===== src/rtl/vt_pkg.sv =====
package vt_pkg;
  localparam int unsigned ENTRY_W  = 32;
  localparam int unsigned VEC_W    = 8;
  localparam int unsigned MASK_POS = 16;
  localparam int unsigned MODE_POS = 17;
  localparam logic [ENTRY_W-1:0] ENTRY_RST = 32'h0001_0000;

  typedef enum logic {MODE_ONESHOT = 1'b0, MODE_PERIODIC = 1'b1} tmr_mode_e;

  typedef struct packed {
    logic             masked;
    tmr_mode_e        mode;
    logic [VEC_W-1:0] vec;
  } entry_cfg_t;

  function automatic entry_cfg_t decode_entry(input logic [ENTRY_W-1:0] e);
    entry_cfg_t c;
    c.masked = e[MASK_POS];
    c.mode   = tmr_mode_e'(e[MODE_POS]);
    c.vec    = e[VEC_W-1:0];
    return c;
  endfunction
endpackage


===== src/rtl/vt_prescaler.sv =====
module vt_prescaler #(
  parameter int unsigned PRE_W  = 7,
  parameter int unsigned CODE_W = 4
) (
  input  logic              clk_i,
  input  logic              rst_ni,
  input  logic              tick_i,
  input  logic              clr_i,
  input  logic [CODE_W-1:0] code_i,
  output logic              step_o,
  output logic              div_err_o
);
  localparam int unsigned NSEL = PRE_W + 1;
  localparam int unsigned SEL_W = (NSEL > 1) ? $clog2(NSEL) : 1;
  localparam logic [CODE_W-1:0] NSEL_C = CODE_W'(NSEL);

  logic [PRE_W-1:0] pre_q;
  logic [NSEL-1:0]  hit;
  logic [SEL_W-1:0] sel;
  logic             valid;

  // hit[g]: the low g prescaler bits are all ones, so the next tick ends a 2^g window
  for (genvar g = 0; g < NSEL; g++) begin : g_hit
    if (g == 0) begin : g_div1
      assign hit[g] = 1'b1;
    end else begin : g_divn
      assign hit[g] = &pre_q[g-1:0];
    end
  end

  assign valid     = (code_i < NSEL_C);
  assign sel       = code_i[SEL_W-1:0];
  assign div_err_o = !valid;
  assign step_o    = tick_i && valid && hit[sel];

  always_ff @(posedge clk_i or negedge rst_ni) begin
    if (!rst_ni)     pre_q <= '0;
    else if (clr_i)  pre_q <= '0;
    else if (tick_i) pre_q <= pre_q + 1'b1;
  end
endmodule


===== src/rtl/vt_counter.sv =====
module vt_counter #(
  parameter int unsigned CNT_W = 32
) (
  input  logic             clk_i,
  input  logic             rst_ni,
  input  logic             step_i,
  input  logic             init_we_i,
  input  logic [CNT_W-1:0] init_val_i,
  input  logic             cur_we_i,
  input  logic [CNT_W-1:0] cur_val_i,
  input  logic             periodic_i,
  output logic [CNT_W-1:0] count_o,
  output logic             fire_o
);
  localparam logic [CNT_W-1:0] ONE = {{(CNT_W-1){1'b0}}, 1'b1};

  logic [CNT_W-1:0] init_q, cur_q, cur_d;
  logic             reload_q, reload_d, fire;

  always_comb begin
    cur_d    = cur_q;
    reload_d = reload_q;
    fire     = 1'b0;
    if (cur_we_i) begin
      cur_d    = cur_val_i;
      reload_d = 1'b0;
    end else if (step_i && init_q != '0) begin
      if (cur_q == '0) begin
        if (periodic_i && reload_q) begin
          cur_d    = init_q;
          reload_d = 1'b0;
        end else if (periodic_i) begin
          fire     = 1'b1;   // zero written while periodic: expire now
          reload_d = 1'b1;
        end
      end else if (cur_q == ONE) begin
        cur_d    = '0;
        fire     = 1'b1;
        reload_d = periodic_i;
      end else begin
        cur_d = cur_q - ONE;
      end
    end
  end

  always_ff @(posedge clk_i or negedge rst_ni) begin
    if (!rst_ni) begin
      init_q   <= '0;
      cur_q    <= '0;
      reload_q <= 1'b0;
    end else if (init_we_i) begin
      init_q   <= init_val_i;
      cur_q    <= init_val_i;
      reload_q <= 1'b0;
    end else begin
      cur_q    <= cur_d;
      reload_q <= reload_d;
    end
  end

  assign count_o = cur_q;
  assign fire_o  = fire && !init_we_i;

  p_zero_init_idle_r4: assert property (@(posedge clk_i) disable iff (!rst_ni)
    (init_q == '0 && !init_we_i && !cur_we_i) |=> $stable(cur_q));

  p_oneshot_hold_r8: assert property (@(posedge clk_i) disable iff (!rst_ni)
    (!periodic_i && cur_q == '0 && !init_we_i && !cur_we_i) |=> (cur_q == '0));
endmodule


===== src/rtl/vt_deliver.sv =====
module vt_deliver
  import vt_pkg::*;
(
  input  logic               clk_i,
  input  logic               rst_ni,
  input  logic               entry_we_i,
  input  logic [ENTRY_W-1:0] entry_val_i,
  input  logic               fire_i,
  output logic [ENTRY_W-1:0] entry_o,
  output logic               periodic_o,
  output logic               raise_o,
  output logic [VEC_W-1:0]   raise_vec_o
);
  logic [ENTRY_W-1:0] entry_q;
  entry_cfg_t         cfg;
  logic               masked;
  logic               raise_q;
  logic [VEC_W-1:0]   vec_q;

  assign cfg        = decode_entry(entry_q);
  assign masked     = cfg.masked;
  assign periodic_o = (cfg.mode == MODE_PERIODIC);

  always_ff @(posedge clk_i or negedge rst_ni) begin
    if (!rst_ni) begin
      entry_q <= ENTRY_RST;
      raise_q <= 1'b0;
      vec_q   <= '0;
    end else begin
      if (entry_we_i) entry_q <= entry_val_i;
      raise_q <= fire_i && !masked;
      if (fire_i) vec_q <= cfg.vec;
    end
  end

  assign entry_o     = entry_q;
  assign raise_o     = raise_q;
  assign raise_vec_o = vec_q;

  p_mask_blocks_r7: assert property (@(posedge clk_i) disable iff (!rst_ni)
    raise_o |-> !$past(masked));
endmodule


===== src/rtl/vt_timer.sv =====
module vt_timer #(
  parameter int unsigned CNT_W  = 32,
  parameter int unsigned PRE_W  = 7,
  parameter int unsigned CODE_W = 4
) (
  input  logic              clk_i,
  input  logic              rst_ni,
  input  logic              tick_i,
  input  logic [CODE_W-1:0] div_code_i,
  input  logic              init_we_i,
  input  logic [CNT_W-1:0]  init_val_i,
  input  logic              cur_we_i,
  input  logic [CNT_W-1:0]  cur_val_i,
  input  logic              entry_we_i,
  input  logic [31:0]       entry_val_i,
  output logic [CNT_W-1:0]  count_o,
  output logic [31:0]       entry_o,
  output logic              raise_o,
  output logic [7:0]        raise_vec_o,
  output logic              div_err_o
);
  logic step, fire, periodic;

  vt_prescaler #(.PRE_W(PRE_W), .CODE_W(CODE_W)) u_pre (
    .clk_i     (clk_i),
    .rst_ni    (rst_ni),
    .tick_i    (tick_i),
    .clr_i     (init_we_i),
    .code_i    (div_code_i),
    .step_o    (step),
    .div_err_o (div_err_o)
  );

  vt_counter #(.CNT_W(CNT_W)) u_cnt (
    .clk_i      (clk_i),
    .rst_ni     (rst_ni),
    .step_i     (step),
    .init_we_i  (init_we_i),
    .init_val_i (init_val_i),
    .cur_we_i   (cur_we_i),
    .cur_val_i  (cur_val_i),
    .periodic_i (periodic),
    .count_o    (count_o),
    .fire_o     (fire)
  );

  vt_deliver u_dlv (
    .clk_i       (clk_i),
    .rst_ni      (rst_ni),
    .entry_we_i  (entry_we_i),
    .entry_val_i (entry_val_i),
    .fire_i      (fire),
    .entry_o     (entry_o),
    .periodic_o  (periodic),
    .raise_o     (raise_o),
    .raise_vec_o (raise_vec_o)
  );

  p_raise_at_zero_r6: assert property (@(posedge clk_i) disable iff (!rst_ni)
    raise_o |-> (count_o == '0));

  p_raise_pulse_r6: assert property (@(posedge clk_i) disable iff (!rst_ni)
    raise_o |=> !raise_o);

  p_bad_div_halt_r3: assert property (@(posedge clk_i) disable iff (!rst_ni)
    (div_err_o && !init_we_i && !cur_we_i) |=> $stable(count_o));
endmodule


===== config.mk =====
export PLATFORM = sky130hd
export DESIGN_NAME = vt_timer
export DESIGN_NICKNAME = d
export VERILOG_FILES = /design/src/rtl/vt_pkg.sv /design/src/rtl/vt_prescaler.sv /design/src/rtl/vt_counter.sv /design/src/rtl/vt_deliver.sv /design/src/rtl/vt_timer.sv
export SDC_FILE = /design/constraint.sdc
export NUM_CORES = 1
export LEC_CHECK = 0
export ABC_AREA = 0
export BUFFER_PORTS_ARGS = -buffer_cell sky130_fd_sc_hd__buf_4
export CORE_UTILIZATION = 47
export CTS_CLUSTER_DIAMETER = 60
export CTS_CLUSTER_SIZE = 14
export DETAILED_ROUTE_END_ITERATION = 12
export PLACE_DENSITY = 0.75
export SETUP_SLACK_MARGIN = 0.15
export SYNTH_ARGS = -nofsm -noshare
export SYNTH_HDL_FRONTEND = slang
export SYNTH_SLANG_ARGS = --single-unit

===== constraint.sdc =====
create_clock -name clk_i -period 3.2 [get_ports clk_i]
set_clock_uncertainty 0.2 [all_clocks]
set_input_delay 0.64 -clock clk_i [delete_from_list [all_inputs] [get_ports clk_i]]
set_output_delay 0.64 -clock clk_i [all_outputs]
set_load 0.01 [all_outputs]

* Word level (Yosys, flattened, before mapping)
Index checks and enable logic that the tools add are counted.
W data, S select, Z words.
** Storage, ports and cells
- Output and inout port bits :: 74
- Bits of input ports :: 106
- Register bits after elaboration :: 113
** Cells by class
- $lt $le $gt $ge :: 2
- Equality and inequality tests :: 3
- Add/subtract/negate cells :: 2
- Mux-type cells :: 23
- Reduce and logical (&&, ||, !) cells :: 22
** Operator list (count)
- $mux W32 :: 6
- $eq A32 B1 Y1 const B :: 1
- $logic_not A32 Y1 :: 1
- $reduce_bool A32 Y1 :: 1
- $sub A32 B1 Y32 const B :: 1
- $mux W1 :: 14
- $mux W7 :: 2
- $add A7 B1 Y7 const B :: 1
- $reduce_and A7 Y1 :: 1
- $logic_and A1 B1 Y1 :: 6
- $reduce_and A3 Y1 :: 2
- $reduce_and A6 Y1 :: 1
- $ne A5 B4 Y1 const B :: 1
- $reduce_and A5 Y1 :: 1
- $lt A3 B4 Y1 const B :: 1
- $lt A4 B4 Y1 const B :: 1
- $ne A4 B4 Y1 const B :: 1
- $reduce_and A2 Y1 :: 2
- $reduce_and A4 Y1 :: 1
- $reduce_bool A4 Y1 :: 1
- $bmux W1 S3 :: 1
- $logic_not A1 Y1 :: 3
- $reduce_bool A3 Y1 :: 1
- $reduce_bool A2 Y1 :: 1

* Longest topological paths before layout
Gate-level depths: netlist of the first run.
- Depth in word-level cells :: 9
- Depth in mapped cells :: 12

* Hierarchy
A second synthesis of the first run with hierarchy kept.
** Second synthesis, totals
- Cells, all modules :: 579
- Area, all modules :: 6167.2 sq um
** By module, submodules not included
- vt_counter :: area an instance 4035.1 sq um, cells each 444, instances 1, sequential area each 1626.6 sq um
- vt_deliver :: area an instance 1680.4 sq um, cells each 88, instances 1, sequential area each 1027.2 sq um
- vt_prescaler :: area an instance 451.7 sq um, cells each 47, instances 1, sequential area each 175.2 sq um

* Least setup slack after synthesis of the first run
Ideal clock, no wire load.
- Path type :: register to register
- Start :: register u_cnt.cur_q[22] (netlist: u_cnt.count_o[22])
- End :: register u_cnt.cur_q[9] (netlist: u_cnt.count_o[9])
- Buffers on the path :: 3
- Arrival :: 2824 ps
- Stages on the path, launching flop included :: 10
- Clock period less this slack :: 3145 ps
- Setup time :: 122 ps
- Setup slack :: 55 ps
- Cell sequence :: dfrtp_1 > or4_1 > clkbuf_2 > or4_1 > buf_4 > buf_6 > nor3_4 > nor4_1 > a211o_1 > a32o_1
** Between the ends
- Cells in the longest elaborated chain, start to end :: 6
- Elaborated cells between the ends (all ways) :: 9
- Those cells by class :: 2 x eq/ne; 5 x mux; 2 x reduce/logical
** Ends and longest elaborated chain
- from (decl) :: RTL line vt_counter.sv:17 : logic [CNT_W-1:0] init_q, cur_q, cur_d;
- from (signal assigned) :: RTL line vt_counter.sv:53 : cur_q <= init_val_i;
- from (signal assigned) :: RTL line vt_counter.sv:56 : cur_q <= cur_d;
- $eq A32 B1 Y1 :: RTL line vt_counter.sv:36 : end else if (cur_q == ONE) begin
- $mux W32 :: RTL line vt_counter.sv:36
- $mux W32 :: RTL line vt_counter.sv:28 : if (cur_q == '0) begin
- $mux W32 :: RTL line vt_counter.sv:27 : end else if (step_i && init_q != '0) begin
- $mux W32 :: RTL line vt_counter.sv:24 : if (cur_we_i) begin
- $mux W32 :: RTL line vt_counter.sv:51 : end else if (init_we_i) begin
Parallel ways exist; a longest one is shown, timed or not. The select of a mux whose other input is x is not followed.
A chain may end at the register's enable or synchronous reset.

* Final worst setup path of the first run
- Start :: register u_cnt.cur_q[30] (netlist: u_cnt.count_o[30])
- End :: register u_cnt.cur_q[12] (netlist: u_cnt.count_o[12])
The elaborated chain is that of the path after synthesis.

==> summary.txt, run 1 <==
Outcome
  • Outcome: finished clean

Pwr
  • Design Power: between 4 and 5 mW
  • Peak supply drop: about 0.00037 V
  • Cell Pwr Density: around 520 nW/µm²
  • Lkg Pwr: approximately 3.8 nW

Worst setup path
  • WS Path Type: reg2reg
  • Reg2reg path depth: 9
  • Slowest stage delay, CP: a little over 0.6 ns
  • Slowest cell on crit path: or4_4
  • RR Startpoint: u_cnt.count_o[30]
  • Arrival @ worst endpoint: a little over 3 ns
  • CP top delay family: simple AND/OR/NAND/NOR gates
  • R2R Setup Slk: around 0.22 ns
  • FF-to-FF End: u_cnt.count_o[12]
  • Crit path cell chain: or4_1 > or4_4 > buf_4 > o31ai_4 > buf_6 > buf_4 > nor4_1 > a21oi_1 > o2bb2ai_1
  • Crit path buf inv count: 3
  • CP startpoint kind: register
  • Critical Path RT: approximately 3.3 ns
  • CP Capture Type: register
  • Crit path top cell by count: buf_4
  • CP max FO: 7

Synth
  • Top-area cell type share of the netlist area: around 46%
  • Mapped Nets: 705
  • Post-synth EDFFs: 0
  • Seq/Total Area, Yosys: about 47%
  • Synth warnings: 0
  • Leading area contributor after synthesis: dfrtp_1
  • Post-Syn Instances: 594
  • Yosys cell types: 61
  • Synthesized area per cell: around 10 µm²
  • Mapped Area: ~6000 µm²
  • Async set-reset flop share out of synthesis: 100.0%
  • Synth area leaders: dfrtp_1, mux2_2, o21ai_0
  • Main synth FF type: dfrtp_1
  • Number of synthesized register bits: 113

Die
  • Starting Density: 48.16%
  • Die Span X: 115.7 µm
  • Num ports: 180
  • Die ar.: 13390 µm²
  • Row count: just over 40
  • Floorplan core area: 12620 µm²
  • Die H: approximately 120 µm

Timing
  • Setup TNS: 0 ns
  • RSZ-0062 raised after global routing: no
  • Rel. slew slack: 54.07%
  • Final Hold Vio Count: 0
  • Worst slew pin tran: about 0.69 ns
  • Final Max Slew Viols: 0
  • Tmin final: around 3.0 ns
  • F_max: around 340 MHz
  • Final setup fails: 0
  • Final period util: 93.26%

Routing
  • Initial drt markers: a little over 700
  • Vias per cell: about 6
  • DRC: 0
  • Final WL: roughly 20000 µm
  • DR WL/cell: between 15 and 20 µm
  • Drt first pass iters: 6
  • Post-route ant nets: 0
  • Via Count: around 6000

Placed design
  • DP Wirelength: between 10000 and 15000 µm
  • Placer congestion estimate: 0.9191
  • DP Cell Count: roughly 950
  • I/O Buffers: approximately 180

Final layout
  • Number of diodes: 0
  • Final-layout fill cell count: between 900 and 1000
  • Area grow syn2layout: 40.21%
  • Area occupied by multi-input gates: between 3000 and 4000 µm²
  • Finished Layout Cells: between 900 and 1000
  • Share of layout cells above drive strength 1: 42.05%
  • Storage element area: roughly 2800 µm²
  • Final Util: roughly 68%
  • Nets: roughly 900

CTS
  • CTS sink cnt: 113
  • Reg clk slew, reported paths: roughly 0.05 ns
  • Max clock buf depth: 2
  • TritonCTS buffer count: 17
  • Clk root buf: clkbuf_16
  • H-tree lvl count: 4
  • Hold buffers post-CTS: 0
  • Clock latency on the worst-skew pair: ~0.42 ns
  • TritonCTS clock tree: yes

Global routing
  • Largest net degree at the start of global routing: 51
  • All-layer global routing usage: between 30% and 40%
  • Number of antenna violations at the first check in global routing: 0
  • Vias in the first global route: about 5900
  • First-pass GRT wire length: about 31000 µm
  • Gr ovfl total: 0

Hold path
  • HP Class: in2async

Run
  • Max cap viols: 0
-- area by class of cell --
class                      instances  share of cell area, %
clock buffer                      20                  5.242
multi-input combinational        417                  35.46
timing repair buffer             232                  20.65
sequential                       113                  33.22
tap                              172                  2.526
clock inverter                    12                  1.850
inverter                          24                  1.057
-- layout by cell type, fill, tap and decap left out, types with 4 or more instances in the layout --
cell | synthesis | layout
buf_4 | 3 | 228
dfrtp_1 | 112 | 111
mux2_2 | 60 | 60
nand2_1 | 50 | 50
o21ai_0 | 44 | 44
nor2_1 | 32 | 31
inv_1 | 24 | 24
nor4_1 | 25 | 24
clkbuf_16 | 0 | 17
a21oi_1 | 14 | 14
nor3_1 | 12 | 12
a22oi_1 | 12 | 12
a22o_1 | 12 | 12
or4_1 | 11 | 10
a31oi_1 | 10 | 10
o2bb2ai_1 | 9 | 9
nand4_1 | 8 | 8
a221oi_1 | 8 | 8
xor2_1 | 8 | 8
nand2b_1 | 8 | 8
and2_1 | 8 | 8
or3_1 | 7 | 6
o221ai_1 | 6 | 6
o31ai_1 | 7 | 6
o22ai_1 | 5 | 5
ha_1 | 5 | 5
mux2i_1 | 4 | 4
o22a_1 | 4 | 4
o211ai_1 | 4 | 4
-- worst max-delay path by stage --
stage,from,cells past startpoint,to
6_report,u_cnt.count_o[30],9,u_cnt.count_o[12]
5_1_grt,u_cnt.count_o[18],8,u_cnt.count_o[10]
4_1_cts,u_cnt.count_o[18],8,u_cnt.count_o[9]
3_5_place_dp,u_cnt.count_o[18],6,u_cnt.count_o[5]
3_3_place_gp,u_cnt.count_o[18],6,u_cnt.count_o[5]
2_1_floorplan,u_cnt.count_o[18],8,u_dlv.raise_vec_o[0]
-- cell usage after synthesis (2+ instances only) --
cell	n
a2bb2oi_1	2
mux2_2	60
a22oi_1	12
o41ai_1	3
and2_1	8
inv_1	24
buf_2	7
o22a_1	4
mux2i_1	4
nand3_1	3
or4_1	11
nor4_1	25
or3_1	7
a22o_1	12
ha_1	5
o221ai_1	6
nand2_1	50
dfrtp_1	112
nand4_1	8
clkbuf_1	21
xnor2_1	2
nor3_1	12
o2bb2ai_1	9
nand2b_1	8
buf_1	8
a21oi_1	14
o22ai_1	5
or2_2	3
buf_4	3
o311ai_0	6
o21ai_0	44
xor2_1	8
nor2_1	32
o211ai_1	4
o31ai_1	7
o2111ai_1	2
a31o_2	3
a31oi_1	10
a221oi_1	8
-- layer usage --
layer	wire length (µm)	vias to the layer above	GRT usage [%]
met2	9116	379	47.58
met1	7891	2889	39.02
met3	2139	56	10.62
met4	487	0	12.48
met5	0	-	0
li1	-	2687	-
-- flip-flops by register name, indices dropped and copies added (netlist names) --
name / flops
u_cnt.init_q: 32
u_dlv.raise_o: 1
u_pre.pre_q: 7
u_cnt.reload_q: 1
u_dlv.raise_vec_o: 8
u_dlv.entry_o: 32
u_cnt.count_o: 32
-- kinds of logic after synthesis --
group,synth area share (%)
flip-flops,46.55
buffers and inverters,4.488
AO/OA/AOI/OAI,19.70
AND/OR/NAND/NOR,15.01
adder cells (fa/ha/maj),1.029
multiplexers,11.78
XOR/XNOR,1.441
-- metrics by stage --
stage          hold WS, ns  setup slack [ns]  area, µm²
5_1_grt             0.1094            0.1471       8521
4_1_cts            0.07608            0.1673       8451
3_5_place_dp        0.2981           0.09563       7838
3_3_place_gp        0.2902            0.1515       7838
6_report           0.06492            0.2158       8521
2_1_floorplan       0.1444            0.1476       6096
-- report_power, final --
group	switching (mW)	leakage (nW)	total, mW	internal [mW]
Combinational	0.385	2.19	0.797	0.412
Sequential	0.146	1.36	1.71	1.57
Clock	0.689	0.287	1.93	1.25
-- what timing repair did --
item | CTS | global route
pin swaps | 1 | 4
cloned | 0 | 2
resized for setup | 2 | 7
setup endpoints to repair | 6 | 31
buffers inserted | 0 | 5
Note: power is estimated with default switching activity, not from simulation.
==> inputs of run 2 (changes only) <==
==> constraint.sdc (replaced) <==
create_clock -name clk_i -period 3.2 [get_ports clk_i]
set_clock_uncertainty 0.2 [all_clocks]
set_input_delay 0.64 -clock clk_i [delete_from_list [all_inputs] [get_ports clk_i]]
set_output_delay 0.64 -clock clk_i [all_outputs]
set_load 0.02 [all_outputs]
==> run 2 against run 1 <==
Against the previous run: design area increased by 0.35%; total power about the same; sequential power about the same; critical endpoint is now u_cnt.count_o[13]; clock power decreased by 4%; non-clock buffer count decreased by 1; worst hold slack improved by 0.19 ns; worst setup slack improved by 0.024 ns; first-iteration DRC count increased by 1.3%; register-to-register slack improved by 0.02 ns; via count decreased by 0.37%; global-route usage decreased by 1.1 points; count of clock-buffer cells in the layout increased by 1.
==> summary.txt, run 2 (synthesis results as in run 1) <==
Timing
  • Final setup fails: 0 (unchanged)
  • Worst setup margin: 0.2402 ns (+0.02439 ns)
  • F_max: 337.9 MHz (+0.82%)
  • RSZ-0062 raised after global routing: yes
  • Worst slew pin tran: 0.6254 ns (-0.06360 ns)
  • Tmin final: 2.960 ns (-0.02439 ns)
  • Setup TNS: 0 ns (unchanged)
  • Final Max Slew Viols: 0 (unchanged)
  • Rel. slew slack: 57.92% (+3.9 points)
  • Hold Worst Slack: 0.2507 ns (+0.1857 ns)
  • Final Hold Vio Count: 0 (unchanged)
  • Final period util: 92.49% (-0.76 points)

Worst setup path
  • Crit path buf inv count: 1 (-2)
  • Critical Path RT: 3.30 ns (about the same)
  • Crit path top cell by count: or4_4
  • Slowest cell on crit path: or4_4
  • R2R Setup Slk: 0.24 ns (+0.02 ns)
  • CP startpoint kind: register
  • WS Path Type: reg2reg
  • Slowest stage delay, CP: 0.60 ns (-0.02 ns)
  • Arrival @ worst endpoint: 3.06 ns (-0.03 ns)
  • CP Capture Type: register
  • Crit path cell chain: or4_4 > or4_4 > o31ai_4 > buf_4 > or3_1 > o221ai_1 > a22o_1
  • CP max FO: 11 (+4)
  • CP top delay family: simple AND/OR/NAND/NOR gates

Global routing
  • Gr ovfl total: 0 (unchanged)
  • Largest net degree at the start of global routing: 60 (+18%)
  • All-layer global routing usage: 29.47% (-1.1 points)
  • First-pass GRT wire length: 29950 µm (-2.7%)
  • Vias in the first global route: 5920 (unchanged)
  • Number of antenna violations at the first check in global routing: 0 (unchanged)

Pwr
  • Internal cell power: 3.171 mW (-1.6%)
  • Flop pwr share: 38.4% (about the same)
  • Switching part of the total: 28.68% (+1.2 points)
  • Clock power share: 41.9% (-1.6 points)
  • P_sw: 1.276 mW (+4.5%)
  • Logic pwr share: 19.7% (+1.8 points)
  • Lkg Pwr: 3.850 nW (+0.31%)
  • Cell Pwr Density: 520.0 nW/µm² (-0.28%)
  • Peak supply drop: 0.0004422 V (+19%)

Routing
  • DR WL/cell: 19.43 µm (-2.0%)
  • Initial drt markers: 728 (+1.3%)
  • Drt first pass iters: 7 (+1)
  • Post-route ant nets: 0 (unchanged)
  • Via Count: 5989 (-0.37%)
  • Vias per cell: 6.056 (-0.27%)
  • DRC: 0 (unchanged)
  • Final WL: 19220 µm (-2.1%)

CTS
  • CTS sink cnt: 113 (unchanged)
  • Reg clk slew, reported paths: 0.05 ns (about the same)
  • TritonCTS clock tree: yes
  • H-tree lvl count: 4 (unchanged)
  • Clock latency on the worst-skew pair: 0.42 ns (about the same)
  • Clk root buf: clkbuf_16
  • TritonCTS buffer count: 17 (unchanged)
  • Max clock buf depth: 2 (unchanged)

Run
  • Max cap viols: 0 (unchanged)

Final layout
  • Most frequent cells in the layout: buf_4, dfrtp_1, mux2_2
  • Most common cell after layout, fill and taps aside: buf_4
  • Storage element area: 2834 µm² (+0.13%)
  • Fin area: 8551 µm² (+0.35%)
  • Nets: 915 (-0.11%)
  • Share of layout cells above drive strength 1: 42.35% (+0.30 points)
  • Number of diodes: 0 (unchanged)
  • Final-layout fill cell count: 1007 (+2.3%)
  • Area occupied by multi-input gates: 3044 µm² (+0.75%)
  • Area grow syn2layout: 40.70%

Outcome
  • Outcome: finished clean

Placed design
  • Dpl ws: 0.09173 ns (-0.003904 ns)
  • Placed inst area: 7845 µm² (about the same)
  • Placer congestion estimate: 0.9679 (+5.3%)
  • I/O Buffers: 179 (unchanged)
  • DP Wirelength: 13770 µm (-2.4%)

Die
  • Floorplan core area: 12620 µm² (unchanged)
  • Starting Density: 48.16% (unchanged)
  • Die Span X: 115.7 µm (unchanged)
  • Die ar.: 13390 µm² (unchanged)
  • Num ports: 180 (unchanged)
  • Row count: 41 (unchanged)
  • Die H: 115.7 µm (unchanged)

Hold path
  • HP Class: in2reg
[run 2: worst paths after layout]
path	start	to	cells past startpoint
max in group asynchronous	rst_ni	u_cnt.count_o[18]	3
setup reg to reg	u_cnt.count_o[19]	u_cnt.count_o[13]	7
hold reg to reg	u_dlv.entry_o[16]	u_dlv.raise_o	1
setup / recovery	u_cnt.count_o[19]	u_cnt.count_o[13]	7
hold / removal	entry_val_i[11]	u_dlv.entry_o[11]	2
min in group asynchronous	rst_ni	u_cnt.count_o[2]	2
[run 2: layer usage]
layer | vias to the layer above | routed length, µm | global-route usage, %
met2 | 383 | 9058 | 47.82
met1 | 2881 | 7589 | 36.57
met4 | 0 | 557 | 11.45
li1 | 2664 | - | -
met3 | 61 | 2011 | 9.623
met5 | - | 0 | 0
[run 2: metrics by stage]
step | utilization, % | instances | power, mW
3_3_place_gp | 62.17 | 949 | 2.556
3_5_place_dp | 62.17 | 949 | 2.581
6_report | 67.76 | 989 | 4.447
4_1_cts | 67.08 | 983 | 4.466
5_1_grt | 67.76 | 989 | 4.629
2_1_floorplan | - | 594 | 2.129
[run 2: layout make-up]
type	instances	share of cell area (%)
flip-flops and latches	113	33.14
multi-input cells	417	35.60
repair buffers	231	20.75
clock inverters	11	1.551
inverters	24	1.054
well taps	172	2.517
clock buffers	21	5.385
[run 2: what timing repair did]
item | CTS | global route
gates cloned | 1 | 0
endpoints found under the setup margin | 6 | 33
setup buffers | 0 | 6
hold endpoints to repair | 22 | 0
hold buffers | 1 | 0
resized for setup | 1 | 8
pin swaps | 2 | 3
[run 2: power by group through the flow]
stage | Combinational (mW) | Sequential [mW] | Clock (mW)
finish | 0.876 | 1.71 | 1.86
global route | 0.938 | 1.72 | 1.97
CTS | 0.865 | 1.70 | 1.90
detailed placement | 0.858 | 1.72 | 0
global placement | 0.841 | 1.72 | 0
floorplan | 0.316 | 1.81 | 0
